==> src/rtl/simd_fault_pkg.sv <==
package simd_fault_pkg;
  localparam int NUM_FAULTS  = 6;
  localparam int IDX_UNDEF   = 0;
  localparam int IDX_DEVNA   = 1;
  localparam int IDX_GENPROT = 2;
  localparam int IDX_STACK   = 3;
  localparam int IDX_PAGE    = 4;
  localparam int IDX_VECFP   = 5;

  typedef struct packed {
    logic                  load;
    logic                  raise;
    logic [NUM_FAULTS-1:0] pick;
    logic                  takeCode;
  } ctlStrobe_t;
endpackage

==> src/rtl/simd_fault_ctrl.sv <==
module simd_fault_ctrl
  import simd_fault_pkg::*;
(
  input  logic       checkReq,
  input  logic       lockPrefix,
  input  logic       taskSwitched,
  input  logic       emulate,
  input  logic       osSaveOk,
  input  logic       osExcOk,
  input  logic       featPresent,
  input  logic       realMode,
  input  logic       misaligned,
  input  logic       limitViol,
  input  logic       stackSeg,
  input  logic       beyondReal,
  input  logic       pageFault,
  input  logic       fpExc,
  output ctlStrobe_t strobe
);
  logic undefDecode;
  logic segGenProt;
  logic segStack;
  logic [NUM_FAULTS-1:0] pickVec;

  // decode-time undefined conditions
  assign undefDecode = lockPrefix | emulate | ~osSaveOk | ~featPresent;

  // segment tier: alignment first, then mode-dependent limit checks
  always_comb begin
    segGenProt = 1'b0;
    segStack   = 1'b0;
    if (misaligned) begin
      segGenProt = 1'b1;
    end else if (realMode) begin
      segGenProt = beyondReal;
    end else if (limitViol) begin
      segStack   = stackSeg;
      segGenProt = ~stackSeg;
    end
  end

  // priority chain across tiers
  always_comb begin
    pickVec = '0;
    if (undefDecode)       pickVec[IDX_UNDEF]   = 1'b1;
    else if (taskSwitched) pickVec[IDX_DEVNA]   = 1'b1;
    else if (segGenProt)   pickVec[IDX_GENPROT] = 1'b1;
    else if (segStack)     pickVec[IDX_STACK]   = 1'b1;
    else if (pageFault)    pickVec[IDX_PAGE]    = 1'b1;
    else if (fpExc) begin
      if (osExcOk) pickVec[IDX_VECFP] = 1'b1;
      else         pickVec[IDX_UNDEF] = 1'b1;
    end
  end

  always_comb begin
    strobe.load     = checkReq;
    strobe.pick     = pickVec;
    strobe.raise    = checkReq & (|pickVec);
    strobe.takeCode = checkReq & pickVec[IDX_PAGE];
  end

  // the resolver never selects more than one class
  always_comb begin
    a_r10_pick_single: assert ($countones(pickVec) <= 1)
      else $error("resolver selected several faults");
  end
endmodule

==> src/rtl/simd_fault_dp.sv <==
module simd_fault_dp
  import simd_fault_pkg::*;
#(
  parameter int CODE_W = 16
) (
  input  logic                  clk,
  input  logic                  rstN,
  input  ctlStrobe_t            strobe,
  input  logic [CODE_W-1:0]     pageCode,
  output logic [NUM_FAULTS-1:0] faultVec,
  output logic                  faultValid,
  output logic [CODE_W-1:0]     faultCode
);
  logic [NUM_FAULTS-1:0] vecQ;
  logic                  validQ;
  logic [CODE_W-1:0]     codeQ;

  for (genvar g = 0; g < NUM_FAULTS; g++) begin : g_vecBit
    always_ff @(posedge clk) begin
      if (!rstN)            vecQ[g] <= 1'b0;
      else if (strobe.load) vecQ[g] <= strobe.pick[g];
    end
  end

  always_ff @(posedge clk) begin
    if (!rstN) begin
      validQ <= 1'b0;
      codeQ  <= '0;
    end else begin
      validQ <= strobe.raise;
      if (strobe.load) codeQ <= strobe.takeCode ? pageCode : '0;
    end
  end

  assign faultVec   = vecQ;
  assign faultValid = validQ;
  assign faultCode  = codeQ;

  a_r2_valid_follows_load: assert property (@(posedge clk) disable iff (!rstN)
    faultValid |-> $past(strobe.load))
    else $error("valid without preceding request");

  a_r8_code_only_page: assert property (@(posedge clk) disable iff (!rstN)
    !faultVec[IDX_PAGE] |-> faultCode == '0)
    else $error("code present without page fault");
endmodule

==> src/rtl/simd_fault_check.sv <==
module simd_fault_check
  import simd_fault_pkg::*;
#(
  parameter int CODE_W = 16
) (
  input  logic                  clk,
  input  logic                  rstN,
  input  logic                  checkReq,
  input  logic                  lockPrefix,
  input  logic                  taskSwitched,
  input  logic                  emulate,
  input  logic                  osSaveOk,
  input  logic                  osExcOk,
  input  logic                  featPresent,
  input  logic                  realMode,
  input  logic                  misaligned,
  input  logic                  limitViol,
  input  logic                  stackSeg,
  input  logic                  beyondReal,
  input  logic                  pageFault,
  input  logic [CODE_W-1:0]     pageCode,
  input  logic                  fpExc,
  output logic [NUM_FAULTS-1:0] faultVec,
  output logic                  faultValid,
  output logic [CODE_W-1:0]     faultCode
);
  ctlStrobe_t strobe;

  simd_fault_ctrl u_ctrl (
    .checkReq     (checkReq),
    .lockPrefix   (lockPrefix),
    .taskSwitched (taskSwitched),
    .emulate      (emulate),
    .osSaveOk     (osSaveOk),
    .osExcOk      (osExcOk),
    .featPresent  (featPresent),
    .realMode     (realMode),
    .misaligned   (misaligned),
    .limitViol    (limitViol),
    .stackSeg     (stackSeg),
    .beyondReal   (beyondReal),
    .pageFault    (pageFault),
    .fpExc        (fpExc),
    .strobe       (strobe)
  );

  simd_fault_dp #(.CODE_W(CODE_W)) u_dp (
    .clk        (clk),
    .rstN       (rstN),
    .strobe     (strobe),
    .pageCode   (pageCode),
    .faultVec   (faultVec),
    .faultValid (faultValid),
    .faultCode  (faultCode)
  );

  a_r10_valid_onehot: assert property (@(posedge clk) disable iff (!rstN)
    faultValid |-> $onehot(faultVec))
    else $error("valid fault vector not one-hot");

  a_r2_idle_hold: assert property (@(posedge clk) disable iff (!rstN)
    !checkReq |=> $stable(faultVec) && $stable(faultCode) && !faultValid)
    else $error("outputs moved without request");

  a_r3_lock_undef: assert property (@(posedge clk) disable iff (!rstN)
    checkReq && lockPrefix |=> faultValid && faultVec[IDX_UNDEF])
    else $error("lock prefix did not raise undefined opcode");

  a_r4_devna: assert property (@(posedge clk) disable iff (!rstN)
    checkReq && taskSwitched && !lockPrefix && !emulate && osSaveOk && featPresent
      |=> faultValid && faultVec[IDX_DEVNA])
    else $error("task-switched did not raise device not available");

  a_r9_fp_route: assert property (@(posedge clk) disable iff (!rstN)
    checkReq && fpExc && !osExcOk |=> faultValid && !faultVec[IDX_VECFP])
    else $error("fp exception routed to vector fault without OS support");
endmodule

==> config.mk <==
export PLATFORM = sky130hd
export DESIGN_NAME = simd_fault_check
export DESIGN_NICKNAME = d
export VERILOG_FILES = /design/src/rtl/simd_fault_pkg.sv /design/src/rtl/simd_fault_ctrl.sv /design/src/rtl/simd_fault_dp.sv /design/src/rtl/simd_fault_check.sv
export SDC_FILE = /design/constraint.sdc
export NUM_CORES = 1
export LEC_CHECK = 0
export ABC_AREA = 1
export BUFFER_PORTS_ARGS = -buffer_cell sky130_fd_sc_hd__clkbuf_2
export CAP_MARGIN = 0
export CELL_PAD_IN_SITES_DETAIL_PLACEMENT = 1
export CELL_PAD_IN_SITES_GLOBAL_PLACEMENT = 2
export CORE_AREA = 2 2 71 73
export CTS_CLUSTER_SIZE = 8
export DETAILED_ROUTE_END_ITERATION = 12
export DIE_AREA = 0 0 73 75
export GPL_TIMING_DRIVEN = 0
export HOLD_SLACK_MARGIN = 0.12
export PLACE_DENSITY = 0.82
export RECOVER_POWER = 50
export SKIP_CTS_REPAIR_TIMING = 1
export SLEW_MARGIN = 10
export SYNTH_ARGS = -nofsm -noshare
export SYNTH_HDL_FRONTEND = slang
export SYNTH_SLANG_ARGS = --single-unit
==> constraint.sdc <==
create_clock -name clk -period 1.3 [get_ports clk]
set_clock_uncertainty 0.1 [all_clocks]
set_input_delay 0.065 -clock clk [delete_from_list [all_inputs] [get_ports clk]]
set_output_delay 0.065 -clock clk [all_outputs]
set_load 0.03 [all_outputs]
==> results.toml <==
[status]
status = "complete, no violations"

[setup_path]
path_class = "in -> reg"
crit_arrival_ns = 1.27
rr_worst_depth = 4
crit_path_start_kind = "input pin"
r2r-end = "u_dp.faultVec[0]"
cp.required_ns = 1.39
r2r_slack_ns = 0.55
startpoint = "osExcOk"
path_max_fanout = 2
critPathCaptureType = "register"
r2r-start = "u_dp.faultVec[0]"

[yosys]
netlist_instances = 138
synthAdderAreaFrac_pct = 0
synth_nets = 170
synth_edf_count = 0
syn-cell-area_um2 = 968
synth_most_common_cell = "nand2_1"
synthFlopType = "dfxtp_1"
synth_top_family_by_area = "simple AND/OR/NAND/NOR gates"
ys_warn_count = 0
synth-compound-area-share_pct = 14.9
synth_seq_area_share_pct = 47.5
synth_top_area_share_pct = 47.5
async_flop_share_pct = 0
yosys-top-cells-count = "49 x nand2_1, 23 x dfxtp_1, 22 x a21oi_1"
synth-simple-area-share_pct = 29.2
yosysUniqueCellTypes = 16
synth-seq-cells = 23
synth.area.mux_share_pct = 0
yosys.area_share.xor_xnor_pct = 0
postSynthAreaPerCell_um2 = 7.02
post-synth-top-area-cell = "dfxtp_1"
synth_area_leaders = "dfxtp_1 48%, nand2_1 19%, a21oi_1 11%, nor2_1 4.7%, inv_1 3.9%"

[sta]
worst_pin_slew_ns = 0.403
fmax_mhz = 847
fin_crit_sh_pct = 90.8
min_period_ns = 1.18
rsz0062_at_grt = "no"
finalHoldViolCount = 0
max_slew_margin_pct = 73.3
setup_viol = 0
slew_violations = 0

[global_route]
grt_overflow = 0
grt_busiest_layer = "met2"
grt_use_met3_pct = 3.48
grt_pass1_vias = 972
grt_use_met2_pct = 16.4
antenna_found_initial = 0
gr-usage-all-layers_pct = 10.1
grt_pass1_wl_um = 4300
grt_max_degree = 13
grt_use_met1_pct = 13.0

[route]
dr.pass1.iters = 3
drcViolationCount = 0
drt_iter0_drc = 19
wl_per_cell_um = 11.0
viasPerCell = 4.22
vias = 1160
routed_wl_um = 3040
ant_nets = 0

[final_layout]
antennaDiodeCount = 0
layout-drive-gt1-share_pct = 19.9
finalNetCount = 254
finish.utilization_pct = 33.9
areaGrowthSynthToFinish_pct = 63.0

[flow_run]
maxCapViolCount = 0

[power]
p_total_mw = 1.37
p_per_area_mw_per_mm2 = 867
peakVddDrop_mv = 0.478
leakage_nw = 0.669

[clock_network]
insertion_delay_ns = 0.26
htreeDepth = 1
cts_tree = "yes"
clockRootBuffer = "clkbuf_8"
clock-sinks = 23
cts_buffers = 3
cts_buffer_depth = 2
cts.clk_slew.worst_paths_ns = 0.08

[placed_design]
numPortBuffers = 53
hpwl_um = 2120
gp_congestion = 0.762

[floorplanning]
core_area_mm2 = 0.00466
die_area_mm2 = 0.00548
fp-row-count = 25
die_y_um = 75
ios = 55
initial_core_util_pct = 20.8
fp.dieW_um = 73

[hold_path]
whs_path_depth = 6
whs_endpoint = "u_dp.faultVec[5]"
min_path_type = "in -> reg"
hold_start = "pageFault"
## critical path: stages
cell and delay [ns]:
dlygate4sd3_1 0.54, clkbuf_2 0.12, nor2_1 0.10, nand3_1 0.07, nor2_1 0.08, nand2_1 0.05
nand2_1 0.07, nor2_1 0.05, a21oi_1 0.12
## through the flow
step	instance area, um2	cells	setup slack [ns]	setup TNS, ns	hold WS [ns]
after detailed placement	1300	245	-0.110	-0.884	0.203
after CTS	1350	249	0.169	0	-0.0822
final	1580	275	0.119	0	0.111
after global routing	1580	275	0.000785	0	0.133
after global placement	1300	245	-0.0916	-0.799	0.200
after floorplan	968	138	0.210	0	0.0880
## routing by layer
layer,part of all wire [%],up-vias
met5,0,-
met1,46,525
li1,-,601
met3,5.1,2
met4,0.46,0
met2,48,32
## worst max path at each step
stage,endpoint,depth (start not counted)
after global routing,u_dp.faultCode[1],9
after floorplan,u_dp.faultCode[11],8
after detailed placement,u_dp.faultCode[14],9
after global placement,u_dp.faultCode[11],9
final,u_dp.faultValid,9
after CTS,u_dp.faultCode[3],9
## state kept, by name (all words and copies together) (netlist names)
| register | cells |
|---|---|
| u_dp.faultVec | 6 |
| u_dp.faultValid | 1 |
| u_dp.faultCode | 16 |
## placed cells by master, fill, tap and decap left out, types with 2 or more instances in the layout
cell	netlist	layout
o21ai_0	5	5
nor2_1	12	12
clkbuf_1	0	23
inv_1	10	10
a21oi_1	22	22
nand2_1	49	49
clkbuf_2	0	31
dlygate4sd3_1	0	26
buf_2	2	2
clkbuf_8	0	3
dfxtp_1	23	23
buf_4	2	2
nand3_1	6	6
## cell type report
| class | count | area (um2) |
|---|---|---|
| fillers | 607 | 3080 |
| repair buffers | 79 | 498 |
| clock buffers | 4 | 45.0 |
| flip-flops and latches | 23 | 460 |
| well taps | 54 | 67.6 |
| inverters | 12 | 45.0 |
| plain buffers | 5 | 36.3 |
| multi-input cells | 98 | 427 |
## logic make-up after synthesis
group	Yosys count
flops	23
buf+inv	17
compound gates	28
simple gates	70
## power by group
group | leakage, nW | internal [mW] | switching, mW | total (mW)
logic | 0.460 | 0.109 | 0.105 | 0.214
clock network | 0.0228 | 0.218 | 0.219 | 0.438
registers | 0.186 | 0.713 | 0.00398 | 0.717
No activity file was read; power rests on OpenSTA's default activity.
